## src/rtl/arb_pkg.sv

```systemverilog
package arb_pkg;
  localparam int unsigned ARB_MAX_CH = 8;

  function automatic int unsigned field_width(input int unsigned n);
    return (n > 1) ? $clog2(n) : 1;
  endfunction
endpackage

```

## src/rtl/arb_prio_regs.sv

```systemverilog
module arb_prio_regs #(
  parameter int unsigned NUM_CH = 8,
  parameter int unsigned PRIO_W = 3,
  parameter int unsigned IDX_W  = 3
) (
  input  logic                     clk,
  input  logic                     rst_n,
  input  logic                     we,
  input  logic [IDX_W-1:0]         sel,
  input  logic [PRIO_W-1:0]        wdata,
  output logic [NUM_CH*PRIO_W-1:0] prio_flat
);
  for (genvar c = 0; c < NUM_CH; c++) begin : g_ch
    logic              hit;
    logic [PRIO_W-1:0] prio_q;
    logic [PRIO_W-1:0] prio_d;

    assign hit = we && (sel == IDX_W'(c));

    always_comb begin
      prio_d = prio_q;
      if (hit) prio_d = wdata;
    end

    always_ff @(posedge clk or negedge rst_n) begin
      if (!rst_n) begin
        prio_q <= '0;
      end else if (hit) begin
        prio_q <= prio_d;
      end
    end

    assign prio_flat[c*PRIO_W +: PRIO_W] = prio_q;
  end
endmodule

```

## src/rtl/arb_prio_pick.sv

```systemverilog
module arb_prio_pick #(
  parameter int unsigned NUM_CH = 8,
  parameter int unsigned PRIO_W = 3,
  parameter int unsigned IDX_W  = 3
) (
  input  logic [NUM_CH-1:0]        elig,
  input  logic [NUM_CH*PRIO_W-1:0] prio_flat,
  output logic                     found,
  output logic [IDX_W-1:0]         win_idx,
  output logic [NUM_CH-1:0]        win_oh
);
  logic              seen  [0:NUM_CH];
  logic [PRIO_W-1:0] bestp [0:NUM_CH];
  logic [IDX_W-1:0]  besti [0:NUM_CH];

  assign seen[0]  = 1'b0;
  assign bestp[0] = '0;
  assign besti[0] = '0;

  // Ascending scan; strict "<" keeps the lower index on a tie.
  for (genvar c = 0; c < NUM_CH; c++) begin : g_stage
    logic [PRIO_W-1:0] p;
    logic              take;
    assign p    = prio_flat[c*PRIO_W +: PRIO_W];
    assign take = elig[c] && (!seen[c] || (p < bestp[c]));
    assign seen[c+1]  = seen[c] || elig[c];
    assign bestp[c+1] = take ? p : bestp[c];
    assign besti[c+1] = take ? IDX_W'(c) : besti[c];
  end

  assign found   = seen[NUM_CH];
  assign win_idx = besti[NUM_CH];

  for (genvar c = 0; c < NUM_CH; c++) begin : g_oh
    assign win_oh[c] = found && (win_idx == IDX_W'(c));
  end
endmodule

```

## src/rtl/arb_grant_hold.sv

```systemverilog
module arb_grant_hold #(
  parameter int unsigned NUM_CH = 8,
  parameter int unsigned IDX_W  = 3
) (
  input  logic              clk,
  input  logic              rst_n,
  input  logic              arb_en,
  input  logic              found,
  input  logic [IDX_W-1:0]  win_idx,
  input  logic [NUM_CH-1:0] win_oh,
  output logic [NUM_CH-1:0] grant,
  output logic              grant_valid,
  output logic [IDX_W-1:0]  grant_idx
);
  logic [NUM_CH-1:0] grant_q, grant_d;
  logic              valid_q, valid_d;
  logic [IDX_W-1:0]  idx_q, idx_d;

  always_comb begin
    grant_d = win_oh;
    valid_d = found;
    idx_d   = found ? win_idx : '0;
  end

  always_ff @(posedge clk or negedge rst_n) begin
    if (!rst_n) begin
      grant_q <= '0;
      valid_q <= 1'b0;
      idx_q   <= '0;
    end else if (arb_en) begin
      grant_q <= grant_d;
      valid_q <= valid_d;
      idx_q   <= idx_d;
    end
  end

  assign grant       = grant_q;
  assign grant_valid = valid_q;
  assign grant_idx   = idx_q;
endmodule

```

## src/rtl/chan_prio_arbiter.sv

```systemverilog
module chan_prio_arbiter #(
  parameter int unsigned NUM_CH = arb_pkg::ARB_MAX_CH,
  parameter int unsigned PRIO_W = arb_pkg::field_width(NUM_CH),
  parameter int unsigned IDX_W  = arb_pkg::field_width(NUM_CH)
) (
  input  logic              clk,
  input  logic              rst_n,
  input  logic [NUM_CH-1:0] req,
  input  logic [NUM_CH-1:0] enable,
  input  logic [NUM_CH-1:0] suspend,
  input  logic              cfg_we,
  input  logic [IDX_W-1:0]  cfg_sel,
  input  logic [PRIO_W-1:0] cfg_prio,
  input  logic              xfer_done,
  output logic [NUM_CH-1:0] grant,
  output logic              grant_valid,
  output logic [IDX_W-1:0]  grant_idx
);
  logic [NUM_CH*PRIO_W-1:0] prio_flat;
  logic [NUM_CH-1:0]        elig;
  logic                     arb_en;
  logic                     found;
  logic [IDX_W-1:0]         win_idx;
  logic [NUM_CH-1:0]        win_oh;

  assign elig   = req & enable & ~suspend;
  assign arb_en = !grant_valid || xfer_done;

  arb_prio_regs #(.NUM_CH(NUM_CH), .PRIO_W(PRIO_W), .IDX_W(IDX_W)) u_regs (
    .clk       (clk),
    .rst_n     (rst_n),
    .we        (cfg_we),
    .sel       (cfg_sel),
    .wdata     (cfg_prio),
    .prio_flat (prio_flat)
  );

  arb_prio_pick #(.NUM_CH(NUM_CH), .PRIO_W(PRIO_W), .IDX_W(IDX_W)) u_pick (
    .elig      (elig),
    .prio_flat (prio_flat),
    .found     (found),
    .win_idx   (win_idx),
    .win_oh    (win_oh)
  );

  arb_grant_hold #(.NUM_CH(NUM_CH), .IDX_W(IDX_W)) u_hold (
    .clk         (clk),
    .rst_n       (rst_n),
    .arb_en      (arb_en),
    .found       (found),
    .win_idx     (win_idx),
    .win_oh      (win_oh),
    .grant       (grant),
    .grant_valid (grant_valid),
    .grant_idx   (grant_idx)
  );
endmodule

```

## config.mk

```make
export PLATFORM = sky130hd
export DESIGN_NAME = chan_prio_arbiter
export DESIGN_NICKNAME = d
export VERILOG_FILES = /design/src/rtl/arb_pkg.sv /design/src/rtl/arb_prio_regs.sv /design/src/rtl/arb_prio_pick.sv /design/src/rtl/arb_grant_hold.sv /design/src/rtl/chan_prio_arbiter.sv
export SDC_FILE = /design/constraint.sdc
export NUM_CORES = 1
export LEC_CHECK = 0
export CAP_MARGIN = 40
export CORE_MARGIN = 3
export CORE_UTILIZATION = 58
export DETAILED_ROUTE_END_ITERATION = 7
export DONT_BUFFER_PORTS = 1
export GPL_TIMING_DRIVEN = 0
export MAX_ROUTING_LAYER = met4
export PLACE_DENSITY = 0.76
export SKIP_CTS_REPAIR_TIMING = 1
export SYNTH_ARGS = -nofsm -noshare
export SYNTH_HDL_FRONTEND = slang
export SYNTH_HIERARCHICAL = 1
export SYNTH_SLANG_ARGS = --single-unit
```

## constraint.sdc

```tcl
create_clock -name clk -period 5.3 [get_ports clk]
set_input_delay 1.06 -clock clk [delete_from_list [all_inputs] [get_ports clk]]
set_output_delay 1.06 -clock clk [all_outputs]
set_load 0.02 [all_outputs]
```

# Word level (Yosys, flattened, before mapping)
# Cells that the tools add are included.
# op_classes
magnitude_cmp	7
n_eq_ne	14
mux	15
bitwise	3
n_reduce_logical	48
# ops
op	n
3-bit 2-to-1 mux	14
3-bit == test (second input constant)	8
1-bit logical AND	23
3-bit less-than comparator	7
8-bit bitwise AND	2
1-bit logical OR	15
3-bit by 2-bit == test with 1-bit output (second input constant)	4
1-bit logical NOT	8
8-bit inverter	1
3-bit by 1-bit == test with 1-bit output (second input constant)	2
3-bit logical NOT	2
1-bit 2-to-1 mux	1
# word_totals
register_bits	36
in_bits	34
output_inout_bits	12
elab_cells	98

# Longest topological paths before layout
# depth
word_depth	33
depth_mapped	31
mapped_depth_nobuf	29

# Modules after synthesis
# Netlist, hierarchy kept.
# by_module_without_submodules
mod	n_inst	cells_per_inst	area_per_inst_um2	seq_area_each_um2
arb_prio_pick	1	182	1233.7	0.0
arb_prio_regs	1	56	1009.7	600.6
arb_grant_hold	1	32	484.2	300.3
chan_prio_arbiter	1	9	76.3	0.0

# Worst setup path before layout
# No wires, ideal clock.
# synth_timing
kind	in2reg
start	in suspend[0]
end	reg u_hold.grant_q[3] (netlist: u_hold/grant[3])
setup_time_ns	0.125
t_arrival_ns	6.700
required_time_ns	5.175
slack_ns	-1.525
path_stages	30
n_path_buf	2
path_cell_list	and3b_1 > buf_2 > buf_2 > nand2_1 > ha_1 > nand2_1 > o211a_1 > o311ai_2 > nor2_1 > a21o_1 > a211oi_1 > a21oi_4 > mux2i_2 > nand2_1 > a211oi_1 > a31oi_4 > nand2_1 > o21ai_0 > ha_1 > o21a_1 > nor2_1 > o21ai_0 > o41ai_2 > mux2_2 > ha_1 > o21ai_0 > nand3_1 > a21oi_1 > nor4b_1 > mux2_4
# synth_via
elab_chain_cells	33
elab_cells_between_ends	53
classes_between	order compare: 7; eq/ne: 1; mux: 14; bitwise: 2; reduce/logical: 29
# synth_rtl
item	line	rtl
start, declared	chan_prio_arbiter.sv:10	input logic [NUM_CH-1:0] suspend,
8-bit inverter *	chan_prio_arbiter.sv:26	assign elig = req & enable & ~suspend;
8-bit bitwise AND *	chan_prio_arbiter.sv:26	
3-bit 2-to-1 mux	arb_prio_pick.sv:27	assign bestp[c+1] = take ? p : bestp[c];
3-bit less-than comparator	arb_prio_pick.sv:25	assign take = elig[c] && (!seen[c] || (p < bestp[c]));
1-bit logical OR	arb_prio_pick.sv:25	
1-bit logical AND	arb_prio_pick.sv:25	
3-bit 2-to-1 mux	arb_prio_pick.sv:27	
3-bit less-than comparator	arb_prio_pick.sv:25	
[... 18 more ...]	n/a	
3-bit 2-to-1 mux	arb_prio_pick.sv:27	
3-bit less-than comparator	arb_prio_pick.sv:25	
1-bit logical OR	arb_prio_pick.sv:25	
1-bit logical AND	arb_prio_pick.sv:25	
3-bit 2-to-1 mux	arb_prio_pick.sv:28	assign besti[c+1] = take ? IDX_W'(c) : besti[c];
3-bit by 2-bit == test with 1-bit output	arb_prio_pick.sv:35	assign win_oh[c] = found && (win_idx == IDX_W'(c));
1-bit logical AND *	arb_prio_pick.sv:35	
named net win_oh[3]	chan_prio_arbiter.sv:24	logic [NUM_CH-1:0] win_oh;
end signal, assigned	arb_grant_hold.sv:31	grant_q <= grant_d;
end, declared	arb_grant_hold.sv:15	logic [NUM_CH-1:0] grant_q, grant_d;
# Mark *: on every way through the listed nets, which the timed path passes. The rest lies on a longest branch.
# A chain may end at the register's enable or synchronous reset.

# Final worst setup path
# layout_timing
start	in suspend[0]
end	reg u_hold.grant_q[0] (netlist: u_hold/grant[0])
# layout_via
elab_chain_cells	33
elab_cells_between_ends	53
classes_between	order compare: 7; mux: 14; bitwise: 2; reduce/logical: 30
# layout_rtl
item	line
8-bit inverter *	chan_prio_arbiter.sv:26
8-bit bitwise AND *	chan_prio_arbiter.sv:26
3-bit 2-to-1 mux	arb_prio_pick.sv:27
3-bit less-than comparator	arb_prio_pick.sv:25
1-bit logical OR	arb_prio_pick.sv:25
1-bit logical AND	arb_prio_pick.sv:25
3-bit 2-to-1 mux	arb_prio_pick.sv:27
3-bit less-than comparator	arb_prio_pick.sv:25
[... 18 more ...]	n/a
3-bit 2-to-1 mux	arb_prio_pick.sv:27
3-bit less-than comparator	arb_prio_pick.sv:25
1-bit logical OR	arb_prio_pick.sv:25
1-bit logical AND	arb_prio_pick.sv:25
3-bit 2-to-1 mux	arb_prio_pick.sv:28
3-bit logical NOT	arb_prio_pick.sv:35
1-bit logical AND *	arb_prio_pick.sv:35
named net win_oh[0]	chan_prio_arbiter.sv:24
# Marks and branches as above.

==> results.sh <==
export IMPL_cts_buffer_depth=2
export IMPL_violations="negative setup slack"
export IMPL_synthDistinctLibCells=65
export IMPL_via_per_inst=6.503
export IMPL_portBuffers=0
export IMPL_tns_ns=-14.99
export IMPL_synth_area_per_cell_sq_um=10.05
export IMPL_finalPower_mw=1.027
export IMPL_critPathMaxFanout=7
export IMPL_overflow=0
export IMPL_finalSetupViolations=11
export IMPL_drc=0
export IMPL_seq_area_frac_synth_pct=32.13
export IMPL_hp_class="in2async"
export IMPL_synth_nets=319
export IMPL_critPathCaptureType="flip-flop"
export IMPL_first_pass_iters=5
export IMPL_synth_xor_area_share_pct=0
export IMPL_final_cell_mix="dfrtp_1, nand2_1, mux2_4, mux2_2, buf_4"
export IMPL_netlist_area_sq_um=2804
export IMPL_grt_pass1_vias=2010
export IMPL_final_common_cell="dfrtp_1"
export IMPL_drv_cap=0
export IMPL_yosysWarnings=6
export IMPL_p_seq_share_pct=41.3
export IMPL_htree_levels=2
export IMPL_die_h_um=75.53
export IMPL_crit_path_max_incr_delay_ns=0.39
export IMPL_max_freq_mhz=149.0
export IMPL_rsz0062_at_grt="yes"
export IMPL_synthMuxAreaShare_pct=18.74
export IMPL_drive_gt1_share_pct=39.80
export IMPL_ys_flop_type="dfrtp_1"
export IMPL_core_area_sq_um=4504
export IMPL_critPathLaunchType="input pin"
export IMPL_internal_power_uw=641.6
export IMPL_synthSimpleGateAreaFrac_pct=22.45
export IMPL_p_sw_share_pct=37.51
export IMPL_nets=343
export IMPL_cts_tree="done"
export IMPL_synth_async_reset_ratio_pct=100.0
export IMPL_gp_congestion=0.8178
export IMPL_skew_ns=0.009571
export IMPL_critPathBufInv=2
export IMPL_path_class="in2reg"
export IMPL_period_minus_slack_ns=6.711
export IMPL_clkTransAtPathRegs_ns=0.07
export IMPL_ir_drop_mv=0.2273
export IMPL_synthToLayoutAreaGrowth_pct=21.33
export IMPL_layout_setup_ws_ns=-1.411
export IMPL_synth_compound_area_share_pct=19.63
export IMPL_clock_sinks=36
export IMPL_pwr_share_comb_pct=39.0
export IMPL_num_antenna_cells=0
export IMPL_crit_required_ns=5.53
export IMPL_fillers=302
export IMPL_power_leakage_nw=1.431
export IMPL_wire_per_inst_um=19.29
export IMPL_power_frac_clock_pct=19.7
export IMPL_critPathTopFamily="compound AO/OA/AOI/OAI gates"
export IMPL_antenna_found_initial=0
export IMPL_cts_root_buf="clkbuf_8"
export IMPL_synth_edff_count=0
export IMPL_synth_top_family_by_area="simple AND/OR/NAND/NOR gates"
export IMPL_grtUsageTotal_pct=22.94
export IMPL_drt_first_iter_violations=92
export IMPL_fp_dieW_um=75.53
export IMPL_drv_slew=0
export IMPL_cp_arrival_ns=6.94
export IMPL_ant_nets=0
export IMPL_period_share_pct=126.6
export IMPL_grt_max_degree=37
export IMPL_vias=2315
export IMPL_p_per_area_nw_per_um2=301.8
export IMPL_status="finished, violations left"
export IMPL_p_sw_uw=385.2
export IMPL_postSynthCellCount=279
export IMPL_clock_latency_ns=0.29
export IMPL_hold_slack_ns=0.4616
export IMPL_final_hold_viol_count=0
export IMPL_place_hpwl_um=4666
export IMPL_grt_pass1_wl_um=9653
export IMPL_yosys_area_share_adder_pct=3.481
export IMPL_ys_ff_latch=36
export IMPL_drt_wl_total_um=6868
export IMPL_worst_pin_slew_ns=0.5344
export IMPL_dieArea_sq_um=5705
export IMPL_start_util_pct=62.25
export IMPL_io_pins=46
export IMPL_num_rows=24
export IMPL_fin_util_pct=75.53
export IMPL_cts_inserted_buffers=5
export IMPL_slowest_stage="or3_4"
export IMPL_relSlewSlack_pct=64.05
## power groups by stage
stage	Combinational, mW	Sequential (mW)	Clock, mW
after floorplan	0.273	0.403	0
after global placement	0.306	0.423	0
after detailed placement	0.316	0.426	0
after CTS	0.318	0.421	0.208
after global routing	0.431	0.435	0.219
final	0.400	0.425	0.202
## through the flow
stage                     std cells  worst slack (ns)  area [sq um]
after global routing            356            -1.612          3402
final                           356            -1.411          3402
after floorplan                 279            -1.083          2954
after global placement          331            -1.692          3019
after CTS                       339            -1.636          3113
after detailed placement        331            -1.900          3019
## kinds of logic after synthesis
family	count (synthesis)
simple gates	107
buf+inv	19
mux	42
compound gates	67
fa+ha+maj	8
flops	36
## synthesized netlist by cell type (3+ instances only)
master / number / area, sq um
ha_1: 6 / 75.07
o31ai_1: 3 / 22.52
inv_1: 12 / 45.04
a21oi_1: 6 / 30.03
nand2_1: 31 / 116.4
nand3_1: 6 / 30.03
nor2b_1: 11 / 68.82
nor2_1: 18 / 67.56
and4bb_4: 3 / 48.80
mux2i_1: 4 / 40.04
nor3_1: 3 / 15.01
or3_1: 4 / 25.02
o21a_1: 5 / 37.54
a21o_1: 3 / 22.52
nand4b_1: 4 / 35.03
nand2b_1: 3 / 18.77
nor4_1: 4 / 25.02
mux2_4: 14 / 210.2
a211oi_1: 5 / 37.54
mux2_2: 22 / 247.7
o21ai_0: 10 / 50.05
and3b_1: 9 / 78.83
dfrtp_1: 36 / 900.9
## worst paths after layout
path,startpoint,endpoint,slack [ns],cells after the start
max,suspend[0],u_hold/grant[0],-1.41,30
min,rst_n,u_regs/g_ch[6].prio_q[0],0.46,0
max reg2reg,u_regs/g_ch[0].prio_q[2],u_hold/grant[0],-0.80,26
min reg2reg,u_regs/g_ch[6].prio_q[0],u_regs/g_ch[6].prio_q[0],0.52,1
max in group asynchronous,rst_n,u_regs/g_ch[3].prio_q[0],4.73,0
min in group clk,u_regs/g_ch[6].prio_q[0],u_regs/g_ch[6].prio_q[0],0.52,1
## layout make-up
| cell class | instances | area, sq um | share of cell area [%] |
|---|---|---|---|
| Buffer | 7 | 76.32 | 2.243 |
| Multi-Input combinational cell | 224 | 2093 | 61.53 |
| Clock buffer | 7 | 86.33 | 2.538 |
| Clock inverter | 1 | 7.507 | 0.2207 |
| Timing Repair Buffer | 17 | 127.6 | 3.751 |
| Sequential cell | 36 | 900.9 | 26.48 |
| Inverter | 12 | 45.04 | 1.324 |
| Tap cell | 52 | 65.06 | 1.912 |
## registers in the layout (all words and copies together), names as in the netlist
name and count:
u_hold/grant_idx 3, u_hold/grant_valid 1, u_hold/grant 8, u_regs/g_ch.prio_q 24
## per-layer routing
metal,wire length (um),GRT usage (%),share of wire [%],vias up
li1,-,-,-,1110
met1,3098,32.73,45,1127
met2,3385,33.94,49,70
met3,314,4.485,4.6,8
met4,70,4.854,1.0,0
met5,0,-,0,-
Note: power is estimated with default switching activity, not from simulation.
